<file path="src/rtl/cache_ctl.sv">
module cache_ctl #(
  parameter int ADDR_W     = 12,
  parameter int DATA_W     = 32,
  parameter int SETS       = 4,
  parameter int WAYS       = 2,
  parameter int WRITE_BACK = 1,
  parameter int REPL_LRU   = 1,
  parameter int WBUF_DEPTH = 2
) (
  input  logic                clk,
  input  logic                rst_n,
  input  logic                req_valid,
  output logic                req_ready,
  input  logic                req_write,
  input  logic [ADDR_W-1:0]   req_addr,
  input  logic [DATA_W-1:0]   req_wdata,
  input  logic [DATA_W/8-1:0] req_be,
  output logic                rsp_valid,
  output logic [DATA_W-1:0]   rsp_rdata,
  output logic                mem_req_valid,
  output logic                mem_req_write,
  output logic [ADDR_W-1:0]   mem_req_addr,
  output logic [DATA_W-1:0]   mem_req_wdata,
  output logic [DATA_W/8-1:0] mem_req_be,
  input  logic                mem_rsp_valid,
  input  logic [DATA_W-1:0]   mem_rsp_rdata
);
  localparam int BE_W  = DATA_W / 8;
  localparam int OFF_W = $clog2(BE_W);
  localparam int IDX_W = $clog2(SETS);
  localparam int BLK_W = ADDR_W - OFF_W;
  localparam int TAG_W = BLK_W - IDX_W;
  localparam int WAY_W = (WAYS > 1) ? $clog2(WAYS) : 1;
  localparam int PTR_W = (WBUF_DEPTH > 1) ? $clog2(WBUF_DEPTH) : 1;
  localparam int CNT_W = PTR_W + 1;
  localparam bit WB    = (WRITE_BACK != 0);

  typedef enum logic [2:0] {S_IDLE, S_EVICT, S_DRAIN, S_FILL, S_WAIT} state_t;

  function automatic logic [DATA_W-1:0] merge(input logic [DATA_W-1:0] old_d,
                                              input logic [DATA_W-1:0] new_d,
                                              input logic [BE_W-1:0]   be);
    for (int b = 0; b < BE_W; b++)
      merge[b*8 +: 8] = be[b] ? new_d[b*8 +: 8] : old_d[b*8 +: 8];
  endfunction

  state_t             state;
  logic [WAYS-1:0]    vld_q   [SETS];
  logic [WAYS-1:0]    dirty_q [SETS];
  logic [TAG_W-1:0]   tag_q   [SETS][WAYS];
  logic [DATA_W-1:0]  dat_q   [SETS][WAYS];
  logic [SETS-1:0]    lru_q;
  logic [7:0]         lfsr_q;

  logic [BLK_W-1:0]   m_blk;
  logic               m_write;
  logic [DATA_W-1:0]  m_wdata;
  logic [BE_W-1:0]    m_be;
  logic [WAY_W-1:0]   m_way;

  logic [BLK_W-1:0]   wb_addr [WBUF_DEPTH];
  logic [DATA_W-1:0]  wb_data [WBUF_DEPTH];
  logic [BE_W-1:0]    wb_be   [WBUF_DEPTH];
  logic [PTR_W-1:0]   wr_p, rd_p;
  logic [CNT_W-1:0]   wcnt;

  wire [IDX_W-1:0] r_idx = req_addr[OFF_W +: IDX_W];
  wire [TAG_W-1:0] r_tag = req_addr[ADDR_W-1 -: TAG_W];
  wire [IDX_W-1:0] m_idx = m_blk[IDX_W-1:0];
  wire [TAG_W-1:0] m_tag = m_blk[BLK_W-1 -: TAG_W];
  wire unused_off = ^req_addr[OFF_W-1:0];

  logic [WAYS-1:0]  hit_vec;
  logic [WAY_W-1:0] hit_way, inv_way, victim;
  logic             has_inv;

  always_comb begin
    hit_way = '0;
    inv_way = '0;
    has_inv = 1'b0;
    for (int w = 0; w < WAYS; w++) begin
      hit_vec[w] = vld_q[r_idx][w] && (tag_q[r_idx][w] == r_tag);
      if (hit_vec[w]) hit_way = WAY_W'(w);
    end
    for (int w = WAYS - 1; w >= 0; w--)
      if (!vld_q[r_idx][w]) begin
        has_inv = 1'b1;
        inv_way = WAY_W'(w);
      end
    victim = has_inv ? inv_way
           : (REPL_LRU != 0) ? WAY_W'(lru_q[r_idx]) : lfsr_q[WAY_W-1:0];
  end

  wire hit    = |hit_vec;
  assign req_ready = (state == S_IDLE) && (wcnt != CNT_W'(WBUF_DEPTH));
  wire accept = req_valid && req_ready;
  wire hit_wr = accept && hit && req_write;
  wire push   = !WB && accept && req_write;
  wire pop    = !WB && (wcnt != '0);
  wire fill   = (state == S_WAIT) && mem_rsp_valid;
  wire [DATA_W-1:0] fill_data = m_write ? merge(mem_rsp_rdata, m_wdata, m_be) : mem_rsp_rdata;

  assign mem_req_valid = pop || (state == S_EVICT) || (state == S_FILL);
  assign mem_req_write = pop || (state == S_EVICT);
  assign mem_req_addr  = pop ? {wb_addr[rd_p], {OFF_W{1'b0}}}
                       : (state == S_EVICT) ? {tag_q[m_idx][m_way], m_idx, {OFF_W{1'b0}}}
                       : {m_blk, {OFF_W{1'b0}}};
  assign mem_req_wdata = pop ? wb_data[rd_p] : dat_q[m_idx][m_way];
  assign mem_req_be    = pop ? wb_be[rd_p] : '1;

  always_ff @(posedge clk) begin
    if (hit_wr)
      dat_q[r_idx][hit_way] <= merge(dat_q[r_idx][hit_way], req_wdata, req_be);
    if (fill) begin
      dat_q[m_idx][m_way] <= fill_data;
      tag_q[m_idx][m_way] <= m_tag;
    end
    if (push) begin
      wb_addr[wr_p] <= req_addr[ADDR_W-1:OFF_W];
      wb_data[wr_p] <= req_wdata;
      wb_be[wr_p]   <= req_be;
    end
  end

  always_ff @(posedge clk or negedge rst_n) begin
    if (!rst_n) begin
      state     <= S_IDLE;
      rsp_valid <= 1'b0;
      rsp_rdata <= '0;
      lru_q     <= '0;
      lfsr_q    <= 8'h01;
      m_blk     <= '0;
      m_write   <= 1'b0;
      m_wdata   <= '0;
      m_be      <= '0;
      m_way     <= '0;
      wr_p      <= '0;
      rd_p      <= '0;
      wcnt      <= '0;
      for (int s = 0; s < SETS; s++) begin
        vld_q[s]   <= '0;
        dirty_q[s] <= '0;
      end
    end else begin
      lfsr_q    <= {lfsr_q[6:0], lfsr_q[7] ^ lfsr_q[5] ^ lfsr_q[4] ^ lfsr_q[3]};
      rsp_valid <= 1'b0;
      if (push) wr_p <= wr_p + 1'b1;
      if (pop)  rd_p <= rd_p + 1'b1;
      wcnt <= wcnt + CNT_W'(push) - CNT_W'(pop);
      case (state)
        S_IDLE: if (accept) begin
          m_blk   <= req_addr[ADDR_W-1:OFF_W];
          m_write <= req_write;
          m_wdata <= req_wdata;
          m_be    <= req_be;
          m_way   <= victim;
          if (hit) begin
            rsp_valid      <= 1'b1;
            rsp_rdata      <= dat_q[r_idx][hit_way];
            lru_q[r_idx]   <= ~hit_way[0];
            if (req_write && WB) dirty_q[r_idx][hit_way] <= 1'b1;
          end else if (req_write && !WB) begin
            rsp_valid <= 1'b1;
          end else begin
            state <= (WB && vld_q[r_idx][victim] && dirty_q[r_idx][victim]) ? S_EVICT : S_DRAIN;
          end
        end
        S_EVICT: state <= S_DRAIN;
        S_DRAIN: if (wcnt == '0) state <= S_FILL;
        S_FILL:  state <= S_WAIT;
        S_WAIT: if (mem_rsp_valid) begin
          vld_q[m_idx][m_way]   <= 1'b1;
          dirty_q[m_idx][m_way] <= WB && m_write;
          lru_q[m_idx]          <= ~m_way[0];
          rsp_valid             <= 1'b1;
          rsp_rdata             <= fill_data;
          state                 <= S_IDLE;
        end
        default: state <= S_IDLE;
      endcase
    end
  end
endmodule

</file>
<file path="config.mk">
export PLATFORM = sky130hd
export DESIGN_NAME = cache_ctl
export DESIGN_NICKNAME = d
export VERILOG_FILES = /design/src/rtl/cache_ctl.sv
export SDC_FILE = /design/constraint.sdc
export NUM_CORES = 1
export LEC_CHECK = 0
export ABC_AREA = 1
export BUFFER_PORTS_ARGS = -buffer_cell sky130_fd_sc_hd__buf_2
export CAP_MARGIN = 0
export CORE_ASPECT_RATIO = 0.5
export CORE_MARGIN = 2
export CORE_UTILIZATION = 31
export CTS_BUF_LIST = sky130_fd_sc_hd__clkbuf_4
export DETAILED_ROUTE_END_ITERATION = 10
export PLACE_DENSITY = 0.45
export SYNTH_ARGS = -nofsm -noshare
export SYNTH_HDL_FRONTEND = slang
export SYNTH_SLANG_ARGS = --single-unit
export TNS_END_PERCENT = 20
</file>
<file path="constraint.sdc">
create_clock -name clk -period 4.6 [get_ports clk]
set_input_delay 0.23 -clock clk [delete_from_list [all_inputs] [get_ports clk]]
set_output_delay 0.23 -clock clk [all_outputs]
set_load 0.01 [all_outputs]
</file>
After elaboration in Yosys (flattened, before gate mapping)
Memory sizes are Yosys's and may differ from the RTL's.
Cells that the tools add are included.

word-level totals
  RAM bits = 320
  memories = 2
  logic and storage cells = 167
  input bits = 85
  bits in latches = 0
  output and inout port bits = 84
  bits in read-only memories = 0
  register bits = 104

operators by class
  $mul = 0
  multiplexer cells = 87
  order comparisons = 17
  shift operators = 0
  div/mod/pow operators = 0
  bitwise logic cells = 8
  reduce and logical (&&, ||, !) cells = 25
  add/sub/neg operators = 0
  equality and inequality tests = 11

memory list
  memory  words  width  read ports  clocked after memory_dff  wr ports  line  text
  dat_q   4      64     2           0                         1         51    logic [DATA_W-1:0] dat_q [SETS][WAYS];
  tag_q   4      16     2           0                         1         50    logic [TAG_W-1:0] tag_q [SETS][WAYS];

operator list
  cell                  number
  $mux W32              12
  $mux W64              4
  $mux W8               16
  $demux W32 S1         2
  $pmux W32 S2          1
  $reduce_or A64 Y1     1
  $mux W1               19
  $eq A8 B8 Y1          2
  $mux W16              1
  $mux W2               8
  $or A8 B8 Y8          2
  $pmux W8 S2           1
  $logic_and A1 B1 Y1   15
  $pmux W3 S5           1
  $mux W12              1
  $mux W4               3
  $ne A2 B2 Y1 const B  5
  $mux W3               3
  $bmux W2 S2           2
  $bwmux W4             2
  $bwmux W8             1
  $demux W2 S2          2
  $demux W8 S1          1
  $pmux W4 S2           1
  other kinds (26)      42

Depth between registers and ports, before layout
  depth after elaboration = 17
  depth in mapped cells = 19
  gate-level depth less buffers = 16

Worst setup path after synthesis
Ideal clock, no wire load.

  path kind = register to register
  from = register state[1]
  to = memory dat_q[3][32] (netlist name), enable pin
  path slack = 986 ps
  setup time = 432 ps
  data required time = 4168 ps
  buffers on the path = 1
  stages on the path, launching flop included = 9
  clock period less this slack = 3614 ps
  arrival time = 3182 ps
  cells stage by stage = dfrtp_1 > nor2_1 > inv_1 > nor2_1 > nand2_1 > clkbuf_1 > nor2_1 > nand3b_1 > a21oi_1

between the ends
  longest elaborated chain between the ends = 7

RTL lines
  item                               line  text
  start, declared                    47    state_t state;
  start signal, assigned             165   state <= (WB && vld_q[r_idx][victim] && dirty_q[r_idx][victim]) ? S_EVICT : S_DRAIN;
  $logic_not A3 Y1                   95    assign req_ready = (state == S_IDLE) && (wcnt != CNT_W'(WBUF_DEPTH));
  net req_ready                      13    output logic req_ready,
  $logic_and A1 B1 Y1                96    wire accept = req_valid && req_ready;
  $logic_and A1 B1 Y1 (2 in series)  97    wire hit_wr = accept && hit && req_write;
  $mux W1                            112   if (hit_wr)
  $mux W64 (implied by the code)     113   dat_q[r_idx][hit_way] <= merge(dat_q[r_idx][hit_way], req_wdata, req_be);
  $mux W64 (no line)                 -
  end, declared                      51

The timed path passes the listed nets, and every way through them passes these cells.

Final worst setup path
  from = register m_blk[0]
  to = output port mem_req_wdata[31]

between the ends
  longest elaborated chain between the ends = 4

RTL lines
  item                                          line  text
  start, declared                               55    logic [BLK_W-1:0] m_blk;
  start signal, assigned                        152   m_blk <= req_addr[ADDR_W-1:OFF_W];
  $mem_v2 Z4 W64                                -
  $mux W32 (implied by the code) (3 in series)  108   assign mem_req_wdata = pop ? wb_data[rd_p] : dat_q[m_idx][m_way];
  end, declared                                 23    output logic [DATA_W-1:0] mem_req_wdata,

No other way between the ends. The select of a mux whose other input is x is not followed.

==> run_results.csv <==
group,metric,value,unit
run_status,outcome,"completed",
power_and_ir_drop,switching_share,38.8,%
finish,finalNonFillerCells,3378,
power_and_ir_drop,power.leakage,10.1,nW
sta,setup_viol,0,
yosys,synth_cell_types,36,
sta,max-slew-margin-rel,28.5,%
cts,root_buffer,"clkbuf_4",
sta,clock.fmax,263,MHz
power_and_ir_drop,p_per_area,518,nW/um^2
worst_setup_path,cp-start-kind,"register",
yosys,synth_area,20400,sq um
cts,cts_setup_buffers,0,
placement,place_hpwl,41.4,mm
yosys,synth_top_area_share,47.2,%
sta,tns,0,ps
power_and_ir_drop,seqPwrFrac,39.9,%
cts,cts_buffer_depth,3,
drt,dr.pass1.iters,5,
worst_setup_path,crit_path_end_kind,"output pin",
cts,tritoncts,"yes",
floorplan,dieArea,67800,sq um
cts,clk_latency,880,ps
sta,hold_violations,0,
finish,syn2layout_area_growth,21.1,%
worst_setup_path,arrival,3570,ps
cts,cts_sinks,424,
sta,post-route-min-period,3800,ps
global_route,grt_max_degree,87,
cts,clkSlewWorstSetupHoldPaths,60,ps
floorplan,ioPinCount,169,
global_route,antenna_found_initial,1,
worst_setup_path,crit_fanout,27,
floorplan,dieHeight,185,um
drt,drt_iter0_drc,1290,
cts,cts-resized-gates,0,
cts,htree_levels,3,
finish,drive_above_1_share,17.3,%
global_route,grt_remaining_overflow,0,
drt,drc,0,
job,cap_violations,0,
drt,via_per_inst,5.04,
yosys,avgSynthCellArea,9.62,sq um
global_route,grt.total_usage,20.6,%
drt,totalWireLength,70.3,mm
sta,rsz0062_at_grt,"false",
min_path,hp-class,"in -> async",
placement,dp_cells,3088,
drt,wl_per_cell,20.8,um
worst_setup_path,r2r_slack,1110,ps
yosys,syn_inst,2115,
power_and_ir_drop,p_switching,0.00495,W
sta,timing.final.crit_share,82.7,%
worst_setup_path,path_class,"reg -> out",
finish,n_fill_cell,6596,
floorplan,num_rows,66,
finish,fin_nets,2483,
placement,placed_area,22300,sq um
power_and_ir_drop,p_clk_share,26.2,%
floorplan,start_util,31.3,%
drt,via_count,17034,
worst_setup_path,path_cells,"inv_1, nor2_4, clkinv_1, buf_4, o22ai_1, a221oi_1, o21ai_0, buf_2",
sta,fin_worst_skew,89.4,ps
placement,gp_congestion,0.789,
floorplan,core_area,65000,sq um
yosys,synth_area_leaders,"edfxtp_1, dfrtp_1, nand2_1, o21ai_0, a221oi_1",
power_and_ir_drop,peakVddDrop,267,uV
cts,cts_inserted_buffers,107,
yosys,synth_top_area_cell,"edfxtp_1",
placement,port_buffers,160,
worst_setup_path,slowest_stage,"dfrtp_1",
finish,postLayoutCellArea,24600,sq um
cts,holdBufCountCts,85,
global_route,grt_pass1_vias,16930,
yosys,ys_seq_elements,424,
power_and_ir_drop,cell_internal_pwr,0.00781,W
sta,hold_slack,117,ps
floorplan,die_w,366,um
global_route,grt_pass1_wl,105,mm
power_and_ir_drop,power.total,0.0128,W
yosys,yosys_warnings,0,
worst_setup_path,max_stage_delay,620,ps
sta,slew_viol_final,0,
power_and_ir_drop,combPwrFrac,33.9,%
worst_setup_path,critPathRequiredTime,4370,ps
drt,antenna_left,0,
sta,worst_pin_slew,1070,ps
yosys,ys_seq_area_share,60.0,%
logic make-up (layout without fill, tap and decap cells):
logic type	after synthesis	after routing	share of synthesized area [%]
AOI/OAI and AO/OA	492	492	15.5
buffers and inverters	285	659	5.84
DFF	424	424	60.0
muxes	32	32	1.57
other	2	7	0.0369
and+or+nand+nor	880	880	17.0
cell usage in the layout (no fill, tap or decap), drive strengths merged:
| master | synthesis | layout |
|---|---|---|
| nand2 | 667 | 667 |
| edfxtp | 320 | 320 |
| buf | 46 | 221 |
| o21ai | 190 | 190 |
| clkbuf | 90 | 164 |
| inv | 146 | 150 |
| nor2 | 135 | 135 |
| dfrtp | 104 | 104 |
| dlygate4sd3 | 0 | 85 |
| o22ai | 82 | 82 |
| a221oi | 65 | 65 |
| a22oi | 54 | 54 |
| nand3 | 47 | 47 |
| clkinv | 3 | 36 |
| a21oi | 34 | 34 |
| o211ai | 33 | 33 |
| mux2i | 32 | 32 |
| nand4 | 23 | 23 |
| o2111ai | 20 | 20 |
| a32oi | 11 | 11 |
| conb | 2 | 6 |
| or2 | 5 | 5 |
| o221ai | 2 | 2 |
| clkinvlp | 0 | 2 |
| diode | 0 | 1 |
| nor3 | 1 | 1 |
| and3 | 1 | 1 |
| nand3b | 1 | 1 |
| o21a | 1 | 1 |
| bufinv | 0 | 1 |
sequential cells by signal, indices dropped and copies added, names as in the netlist:
register   flops
m_wdata       32
state          3
m_blk         10
dat_q        256
m_way          1
vld_q          8
lru_q          4
rsp_valid      1
tag_q         64
rsp_rdata     32
m_be           4
m_write        1
dirty_q        8
layout make-up:
cell class	instances	area, sq um	area share [%]
antenna	1	2.50	0.0102
clock buffer	164	1230	5.00
clock inverter	40	204	0.828
inverter	149	562	2.28
multi-input combinational	1410	7090	28.8
sequential	424	12200	49.6
tap	884	1110	4.49
timing repair buffer	306	2220	9.03
per-layer routing:
| metal | wire, um | GRT usage, % |
|---|---|---|
| met1 | 33100 | 29.3 |
| met2 | 32000 | 32.6 |
| met3 | 4110 | 3.57 |
| met4 | 1030 | 5.35 |
| met5 | 0 | 0 |
worst paths after layout:
kind	start	endpoint	depth (start not counted)
hold / removal	rst_n	vld_q[1]	3
max in group asynchronous	rst_n	state[1]	3
setup / recovery	m_blk[0]	mem_req_wdata[31]	8
hold reg to reg	vld_q[6]	vld_q[6]	2
min in group clk	req_wdata[1]	m_wdata[1]	4
setup reg to reg	state[1]	rsp_rdata[20]	12
power by group through the flow:
stage,clock [W],sequential [W],combinational (W)
floorplan,0,0.00511,0.00248
global placement,0,0.00517,0.00425
detailed placement,0,0.00518,0.00428
CTS,0.00346,0.00510,0.00437
global route,0.00367,0.00515,0.00478
finish,0.00334,0.00510,0.00433
critical path, delay by kind of cell, from the launching register on:
kind            cells  cell delay, ps
flops               1             620
compound gates      3             780
buf+inv             4            1180
simple gates        1             110
synth_stat cells:
cell and n:
a21oi_1 34, a221oi_1 65, a22oi_1 54, a32oi_1 11, and3_1 1, buf_1 15
buf_2 9, buf_4 16, buf_6 6, clkbuf_1 90, clkinv_1 3, conb_1 2
dfrtp_1 104, edfxtp_1 320, inv_1 140, inv_2 5, inv_4 1, mux2i_1 32
nand2_1 664, nand2_2 2, nand2_4 1, nand3_1 44, nand3_2 3, nand3b_1 1
nand4_1 23, nor2_1 134, nor2_2 1, nor3_1 1, o2111ai_1 20, o211ai_1 33
o21a_1 1, o21ai_0 151, o21ai_1 39, o221ai_1 2, o22ai_1 82, or2_2 5
per-stage QoR:
stage | util (%) | worst slack (ps)
finish | 37.9 | 795
global route | 37.9 | 679
detailed placement | 34.4 | 898
CTS | 37.9 | 642
global placement | 34.4 | 929
floorplan | - | 986
No activity file was read; power rests on OpenSTA's default activity.
